==> config.mk <==
export PLATFORM = sky130hd
export DESIGN_NAME = sel_crc_engine
export DESIGN_NICKNAME = d
export VERILOG_FILES = /design/src/rtl/crc_sel_pkg.sv /design/src/rtl/crc_cfg_rom.sv /design/src/rtl/crc_step.sv /design/src/rtl/crc_rem_reg.sv /design/src/rtl/sel_crc_engine.sv
export SDC_FILE = /design/constraint.sdc
export NUM_CORES = 1
export LEC_CHECK = 0
export ABC_AREA = 1
export BUFFER_PORTS_ARGS = -buffer_cell sky130_fd_sc_hd__buf_2
export CORE_AREA = 2 2 53 55
export DETAILED_ROUTE_END_ITERATION = 12
export DIE_AREA = 0 0 55 57
export PLACE_DENSITY = 0.76
export REMOVE_ABC_BUFFERS = 1
export SYNTH_ARGS = -nofsm -noshare
export SYNTH_HDL_FRONTEND = slang
export SYNTH_SLANG_ARGS = --single-unit
==> constraint.sdc <==
create_clock -name clk_i -period 1.6 [get_ports clk_i]
set_clock_uncertainty 0.05 [all_clocks]
set_input_delay 0.08 -clock clk_i [delete_from_list [all_inputs] [get_ports clk_i]]
set_output_delay 0.08 -clock clk_i [all_outputs]
set_load 0.1 [all_outputs]
==> src/rtl/crc_sel_pkg.sv <==
package crc_sel_pkg;
  localparam int unsigned CRC_W = 16;
  localparam int unsigned DEG_W = $clog2(CRC_W + 1);
  localparam int unsigned SEL_W = 3;

  typedef struct packed {
    logic [DEG_W-1:0] degree;
    logic [CRC_W-1:0] poly;
    logic             reflect;
    logic [CRC_W-1:0] start;
  } crc_cfg_t;

  function automatic crc_cfg_t crc_cfg(input logic [SEL_W-1:0] sel);
    crc_cfg_t c;
    c = '{degree: DEG_W'(16), poly: 16'h8005, reflect: 1'b0, start: '0};
    unique case (sel)
      3'd0: c = '{degree: DEG_W'(16), poly: 16'h8005, reflect: 1'b0, start: '0};
      3'd1: c = '{degree: DEG_W'(16), poly: 16'hA001, reflect: 1'b1, start: '0};
      3'd2: c = '{degree: DEG_W'(12), poly: 16'h080F, reflect: 1'b0, start: '0};
      3'd3: c = '{degree: DEG_W'(8),  poly: 16'h0007, reflect: 1'b0, start: '0};
      3'd4: c = '{degree: DEG_W'(16), poly: 16'h1021, reflect: 1'b0, start: '0};
      3'd5: c = '{degree: DEG_W'(16), poly: 16'h8408, reflect: 1'b1, start: '0};
      3'd6: c = '{degree: DEG_W'(8),  poly: 16'h0001, reflect: 1'b0, start: '0};
      3'd7: c = '{degree: DEG_W'(16), poly: 16'h8005, reflect: 1'b0, start: 16'hFFFF};
      default: ;
    endcase
    return c;
  endfunction

  function automatic logic [CRC_W-1:0] deg_mask(input logic [DEG_W-1:0] deg);
    logic [CRC_W:0] one_hot;
    one_hot = (CRC_W+1)'(1) << deg;
    return CRC_W'(one_hot - (CRC_W+1)'(1));
  endfunction
endpackage

==> src/rtl/crc_cfg_rom.sv <==
module crc_cfg_rom
  import crc_sel_pkg::*;
(
  input  logic [SEL_W-1:0] sel_i,
  output crc_cfg_t         cfg_o,
  output logic [CRC_W-1:0] mask_o
);
  crc_cfg_t cfg;

  always_comb begin
    cfg    = crc_cfg(sel_i);
    cfg_o  = cfg;
    mask_o = deg_mask(cfg.degree);
  end
endmodule

==> src/rtl/crc_step.sv <==
module crc_step
  import crc_sel_pkg::*;
(
  input  logic [CRC_W-1:0] rem_i,
  input  logic             data_i,
  input  crc_cfg_t         cfg_i,
  input  logic [CRC_W-1:0] mask_i,
  output logic [CRC_W-1:0] nxt_o
);
  localparam int unsigned IDX_W = $clog2(CRC_W);

  logic [DEG_W-1:0] msb_pos;
  logic [CRC_W-1:0] rem_m;
  logic [CRC_W-1:0] poly_m;
  logic             fb;

  always_comb begin
    rem_m   = rem_i & mask_i;
    poly_m  = cfg_i.poly & mask_i;
    msb_pos = cfg_i.degree - DEG_W'(1);
    if (cfg_i.reflect) begin
      // LSB-out form: data meets bit 0, register moves down
      fb    = data_i ^ rem_m[0];
      nxt_o = (rem_m >> 1) ^ (fb ? poly_m : '0);
    end else begin
      fb    = data_i ^ rem_m[msb_pos[IDX_W-1:0]];
      nxt_o = ((rem_m << 1) & mask_i) ^ (fb ? poly_m : '0);
    end
  end
endmodule

==> src/rtl/crc_rem_reg.sv <==
module crc_rem_reg
  import crc_sel_pkg::*;
(
  input  logic             clk_i,
  input  logic             rst_ni,
  input  logic             clr_i,
  input  logic             en_i,
  input  logic [CRC_W-1:0] start_i,
  input  logic [CRC_W-1:0] nxt_i,
  output logic [CRC_W-1:0] rem_o
);
  always_ff @(posedge clk_i or negedge rst_ni) begin
    if (!rst_ni)     rem_o <= '0;
    else if (clr_i)  rem_o <= start_i;
    else if (en_i)   rem_o <= nxt_i;
  end
endmodule

==> src/rtl/sel_crc_engine.sv <==
module sel_crc_engine
  import crc_sel_pkg::*;
(
  input  logic             clk_i,
  input  logic             rst_ni,
  input  logic             clr_i,
  input  logic             en_i,
  input  logic             data_i,
  input  logic [SEL_W-1:0] sel_i,
  output logic [CRC_W-1:0] check_o,
  output logic             err_o
);
  crc_cfg_t         cfg;
  logic [CRC_W-1:0] mask;
  logic [CRC_W-1:0] rem_q;
  logic [CRC_W-1:0] rem_d;
  logic [CRC_W-1:0] rem_m;

  crc_cfg_rom u_rom (
    .sel_i  (sel_i),
    .cfg_o  (cfg),
    .mask_o (mask)
  );

  crc_step u_step (
    .rem_i  (rem_q),
    .data_i (data_i),
    .cfg_i  (cfg),
    .mask_i (mask),
    .nxt_o  (rem_d)
  );

  crc_rem_reg u_reg (
    .clk_i   (clk_i),
    .rst_ni  (rst_ni),
    .clr_i   (clr_i),
    .en_i    (en_i),
    .start_i (cfg.start),
    .nxt_i   (rem_d),
    .rem_o   (rem_q)
  );

  assign rem_m   = rem_q & mask;
  assign check_o = rem_m;
  assign err_o   = |rem_m;
endmodule

* After elaboration in Yosys (flattened, before gate mapping)
Memory sizes are Yosys's and may differ from the RTL's. Cells that the tools add are included.
Cells by class: bitwise operators 7, multipliers 0, div/mod/pow operators 0, add/subtract/negate cells 2, multiplexer cells 7, shift operators 1, reductions and logical operators 2, order comparisons 1, equality and inequality tests 0
Operator list (count):
- two-way mux 16 bit | 5
- AND 16 bit | 3
- OR reduction 16 bit | 1
- << shifter 1 x 5 -> 16 bit, first input constant | 1
- subtractor 16 x 1 -> 16 bit, second input constant | 1
- XOR 15 x 16 -> 16 bit | 1
- XOR 16 bit | 1
- < comparator 4 x 5 -> 1 bit, second input constant | 1
- binary-select mux 1 bit (select 4 bit) | 1
- subtractor 4 x 1 -> 4 bit, second input constant | 1
- nonzero test 2 bit | 1
- XOR 1 bit | 2
- two-way mux 1 bit | 1
Storage, ports and cells: RAM bits 0, latch bits 0, logic and storage cells 22, ROM bits 240, register bits after elaboration 16, output and inout port bits 17, memories kept 1, input bits 8
Memories:
- (name not given) | depth 8, bits a word 30, rd ports 1, clocked after Yosys merged registers in 0, wr ports 0, RTL line crc_sel_pkg.sv:16 | unique case (sel)

* Depth between registers and ports, before layout
An unclocked memory read counts as a cell.
word-level depth 12, gate-level depth with buffers 12, mapped depth without buffers 12

* Cells and area by module
From an unflattened synthesis, not the netlist that was laid out.
Unflattened totals: cell total of the unflattened synthesis 469, area total of the unflattened synthesis 2670.1 um^2
Modules (own cells, without submodules):
- crc_step | seq. area each 0.0 um^2, cells each 262, times used 1, area each 1272.5 um^2
- crc_rem_reg | seq. area each 400.4 um^2, cells each 88, times used 1, area each 772.0 um^2
- crc_cfg_rom | seq. area each 0.0 um^2, cells each 68, times used 1, area each 431.7 um^2
- sel_crc_engine | seq. area each 0.0 um^2, cells each 51, times used 1, area each 193.9 um^2

* Worst setup path after synthesis
OpenSTA, ideal clock, no wires.
kind input-to-output, start in sel_i[2], end out err_o, required time 1.470 ns, stages 7, path slack -1.230 ns, arrival time 2.700 ns, buffers on the path 0, cells stage by stage inv_1 -> nand2_2 -> nor2_4 -> nor2_2 -> nor2_1 -> nor4_1 -> nand4_1
Between the ends: cells in the longest elaborated chain, start to end 5
RTL lines:
- from (decl) | RTL line sel_crc_engine.sv:9 | input logic [SEL_W-1:0] sel_i,
- memory read (8 x 30 bit)
- << shifter 1 x 5 -> 16 bit | RTL line crc_sel_pkg.sv:32 | one_hot = (CRC_W+1)'(1) << deg;
- subtractor 16 x 1 -> 16 bit | RTL line crc_sel_pkg.sv:33 | return CRC_W'(one_hot - (CRC_W+1)'(1));
- AND 16 bit | RTL line sel_crc_engine.sv:43 | assign rem_m = rem_q & mask;
- via check_o[10] | RTL line sel_crc_engine.sv:10 | output logic [CRC_W-1:0] check_o,
- OR reduction 16 bit | RTL line sel_crc_engine.sv:45 | assign err_o = |rem_m;
- to (decl) | RTL line sel_crc_engine.sv:11 | output logic err_o
The timed path passes the listed nets, and every way through them passes these cells.

* Final worst setup path
start reg u_reg.rem_o[8], end out err_o
Between the ends: cells in the longest elaborated chain, start to end 2
RTL lines:
- from (decl) | RTL line crc_rem_reg.sv:10 | output logic [CRC_W-1:0] rem_o
- from (signal assigned) | RTL line crc_rem_reg.sv:14 | else if (clr_i) rem_o <= start_i;
- from (signal assigned) | RTL line crc_rem_reg.sv:15 | else if (en_i) rem_o <= nxt_i;
- AND 16 bit | RTL line sel_crc_engine.sv:43
- OR reduction 16 bit | RTL line sel_crc_engine.sv:45
No other way between the ends.

==> impl_metrics.csv <==
group,metric,value,unit
cells_and_area,largestRegisters,"u_reg.rem_o x16",
cells_and_area,diodes,0,
route,via_per_inst,5.49,
cells_and_area,largest_reg_flops,16,
grt,grt_max_degree,22,
grt,antenna_found_initial,0,
setup_path,path_cells,"nand3_2 -> inv_2 -> nor4_2 -> nand4_1 -> buf_8",
timing,rsz0062_at_grt,"true",
clock_tree,cts_buffer_depth,2,
synth,yosys.area.top_type,"dfrtp_1",
floorplanning,io-pin-count,25,
grt,grt_pass1_wl,6420,microns
setup_path,critPathBufInv,2,
clock_tree,clockRootBuffer,"clkbuf_4",
synth,synth.most_common_cell,"nand2_1",
synth,synth_edf_count,0,
pwr,intPower,832,uW
clock_tree,cts_buffers,3,
setup_path,startpoint_type,"flip-flop",
setup_path,crit_family,"simple AND/OR/NAND/NOR gates",
setup_path,cp_slowest_cell,"dfrtp_1",
timing,final_hold_viol_count,0,
cells_and_area,nNetsFinal,257,
synth,synthTopCellsByCount,"nand2_1 (44), inv_1 (30), nand3_1 (21)",
route,ant_nets,0,
synth,ys.flop_type,"dfrtp_1",
run_status,run_status,"finished, violations left",
pwr,p_per_area,852,nW/um^2
synth,yosysUniqueCellTypes,28,
grt,grt_pass1_vias,1387,
timing,setup_violations,1,
floorplanning,die_h,57,microns
setup_path,worstSetupPathType,"flip-flop to output port",
setup_path,slowest_delay,410,ps
grt,grtUsageTotal,0.278,
synth,synth_top_area_share,0.298,
cells_and_area,drive_gt1_frac,0.308,
pwr,clkPwrFrac,0.175,
floorplanning,rows,19,
pwr,switching_share,0.466,
pwr,pwr-share-comb,0.511,
cells_and_area,final_cell_area,1830,sq um
clock_tree,clkSinkCount,16,
synth,synth_area_leaders,"dfrtp_1 (30%), nand2_1 (12%), inv_1 (8.4%)",
cells_and_area,top_register,"u_reg.rem_o",
pwr,p_leak,0.000960,uW
clock_tree,clk_latency,290,ps
placement,post-place-ws,-75.0,ps
setup_path,crit_cells,5,
synth,yosysWarnings,0,
route,firstDrtPassIters,4,
synth,syn_inst,206,
synth,avgSynthCellArea,6.53,sq um
timing,min_period,1670,ps
placement,place_area,1670,sq um
setup_path,crit_start,"u_reg.rem_o[8]",
synth,synthArstFlopShare,1.00,
pwr,pwr-share-seq,0.314,
placement,place.gp.congestion,0.962,
hold_path,holdCritPathClass,"input pin to flip-flop",
setup_path,crit_arrival,1540,ps
setup_path,reg2reg_from,"u_reg.rem_o[15]",
clock_tree,htree_num_levels,1,
setup_path,endpoint,"err_o",
pwr,peakVddDrop,0.657,mV
timing,worst_slack,-65.4,ps
placement,dpl.hpwl,2850,microns
setup_path,critPathMaxFanout,2,
synth,synthesis.area,1350,sq um
clock_tree,clkTransAtPathRegs,100,ps
route,drc_errors,0,
synth,synth-seq-cells,16,
placement,io_buffer_count,24,
clock_tree,cts_tree,"done",
route,num_vias,1526,
setup_path,r2r_end,"u_reg.rem_o[11]",
grt,grt-ovfl-total,0,
synth,yosysSeqAreaShare,0.298,
floorplanning,core,2620,sq um
run_status,violations,"negative setup slack",
route,routedWlPerCell,14.1,microns
timing,max_freq,0.600,GHz
timing,fin_crit_sh,1.04,
timing,report.final.slew_viol_count,0,
setup_path,required,1470,ps
cells_and_area,areaGrowthSynthToFinish,35.9,%
floorplanning,die_width,55,microns
route,wirelength,3910,microns
route,drtIter0Drc,96,
run,max_cap_viol_count,0,
setup_path,reg2reg_depth,11,
floorplanning,dieArea,3140,sq um
setup_path,reg2reg_slack,10,ps
setup_path,end_kind,"output port",
pwr,netSwitchingPower,726,uW
floorplanning,start_util,0.514,
[placed cells by master, fill, tap and decap left out]
cell type	synthesis	final
nor4_4	0	2
nor2_1	19	18
nand4_2	1	1
nand2_4	1	1
clkbuf_4	0	5
ha_1	1	1
o21ai_1	2	1
nand4_1	2	2
a21oi_1	13	13
inv_1	30	26
nand3_2	4	5
nor4_2	0	2
nor2_2	3	3
a21oi_2	2	2
nand3_1	21	20
nand2_2	2	3
nand2_1	44	43
o21ai_0	11	11
clkbuf_8	0	1
conb_1	1	2
nor2_4	1	2
a41oi_1	1	1
o211ai_1	3	3
buf_8	0	1
dlygate4sd3_1	0	1
o21ai_2	0	1
o22ai_1	2	2
buf_4	2	21
dfrtp_1	16	16
inv_2	2	6
a22oi_1	8	8
buf_2	3	14
xor2_1	3	3
buf_12	0	6
[power groups by stage]
stage | clock (uW) | combinational [uW] | sequential, uW
3_5_place_dp | 0 | 729 | 491
5_1_grt | 305 | 849 | 493
6_report | 273 | 796 | 489
2_1_floorplan | 0 | 416 | 588
3_3_place_gp | 0 | 722 | 489
4_1_cts | 276 | 784 | 483
[cell families after synthesis]
| group | count (synthesis) | share of synthesized area |
|---|---|---|
| simple gates | 102 | 0.361 |
| compound gates | 42 | 0.187 |
| buf+inv | 41 | 0.123 |
| flops | 16 | 0.298 |
| xor+xnor | 3 | 0.0195 |
| fa+ha+maj | 1 | 0.00930 |
| other cells | 1 | 0.00279 |
[per-layer routing]
| metal | share of wire | vias to the layer above | global-route usage |
|---|---|---|---|
| met3 | 0.078 | 4 | 0.0262 |
| met5 | 0 | - | 0 |
| met4 | 0.0084 | 0 | 0.0801 |
| li1 | - | 758 | - |
| met1 | 0.45 | 703 | 0.431 |
| met2 | 0.46 | 61 | 0.412 |
[worst min-delay path by stage]
stage,from,cells after the start,to
6_report,en_i,3,u_reg.rem_o[15]
5_1_grt,en_i,3,u_reg.rem_o[15]
4_1_cts,clr_i,4,u_reg.rem_o[15]
3_5_place_dp,rst_ni,1,u_reg.rem_o[7]
3_3_place_gp,rst_ni,1,u_reg.rem_o[8]
2_1_floorplan,rst_ni,0,u_reg.rem_o[0]
[through the flow]
stage	hold slack [ps]	utilization	TNS, ps	power [uW]	std cells
2_1_floorplan	-266	-	-8380	1000	198
3_3_place_gp	-28.1	0.637	-85.6	1210	268
3_5_place_dp	-27.4	0.637	-75.0	1220	268
4_1_cts	97.8	0.694	-47.1	1540	278
5_1_grt	90.9	0.699	-785	1650	278
6_report	98.3	0.699	-65.4	1560	278
[worst register-to-register path: stages (launching register included)]
cell and delay, ps:
dfrtp_1 350, inv_2 40, buf_4 130, o21ai_2 200, nand3_2 120, nand2_2 100
nand2_4 110, nand2_1 80, nand3_1 60, nand3_1 90, nand2_1 70, a21oi_2 130
[cell type report]
cell class,instances,area [sq um]
Multi-Input combinational cell,150,845
Timing Repair Buffer,45,388
Clock buffer,4,36.3
Fill cell,230,787
Inverter,32,120
Tap cell,31,38.8
Sequential cell,16,400
[what timing repair did]
item / in CTS / in global routing
pin swaps: 4 / 2
endpoints found under the hold margin: 16 / 0
buffers inserted: 5 / 0
hold buffers: 1 / 0
setup endpoints to repair: 1 / 13
gates resized for setup: 18 / 3
(Power assumes the default switching activity.)
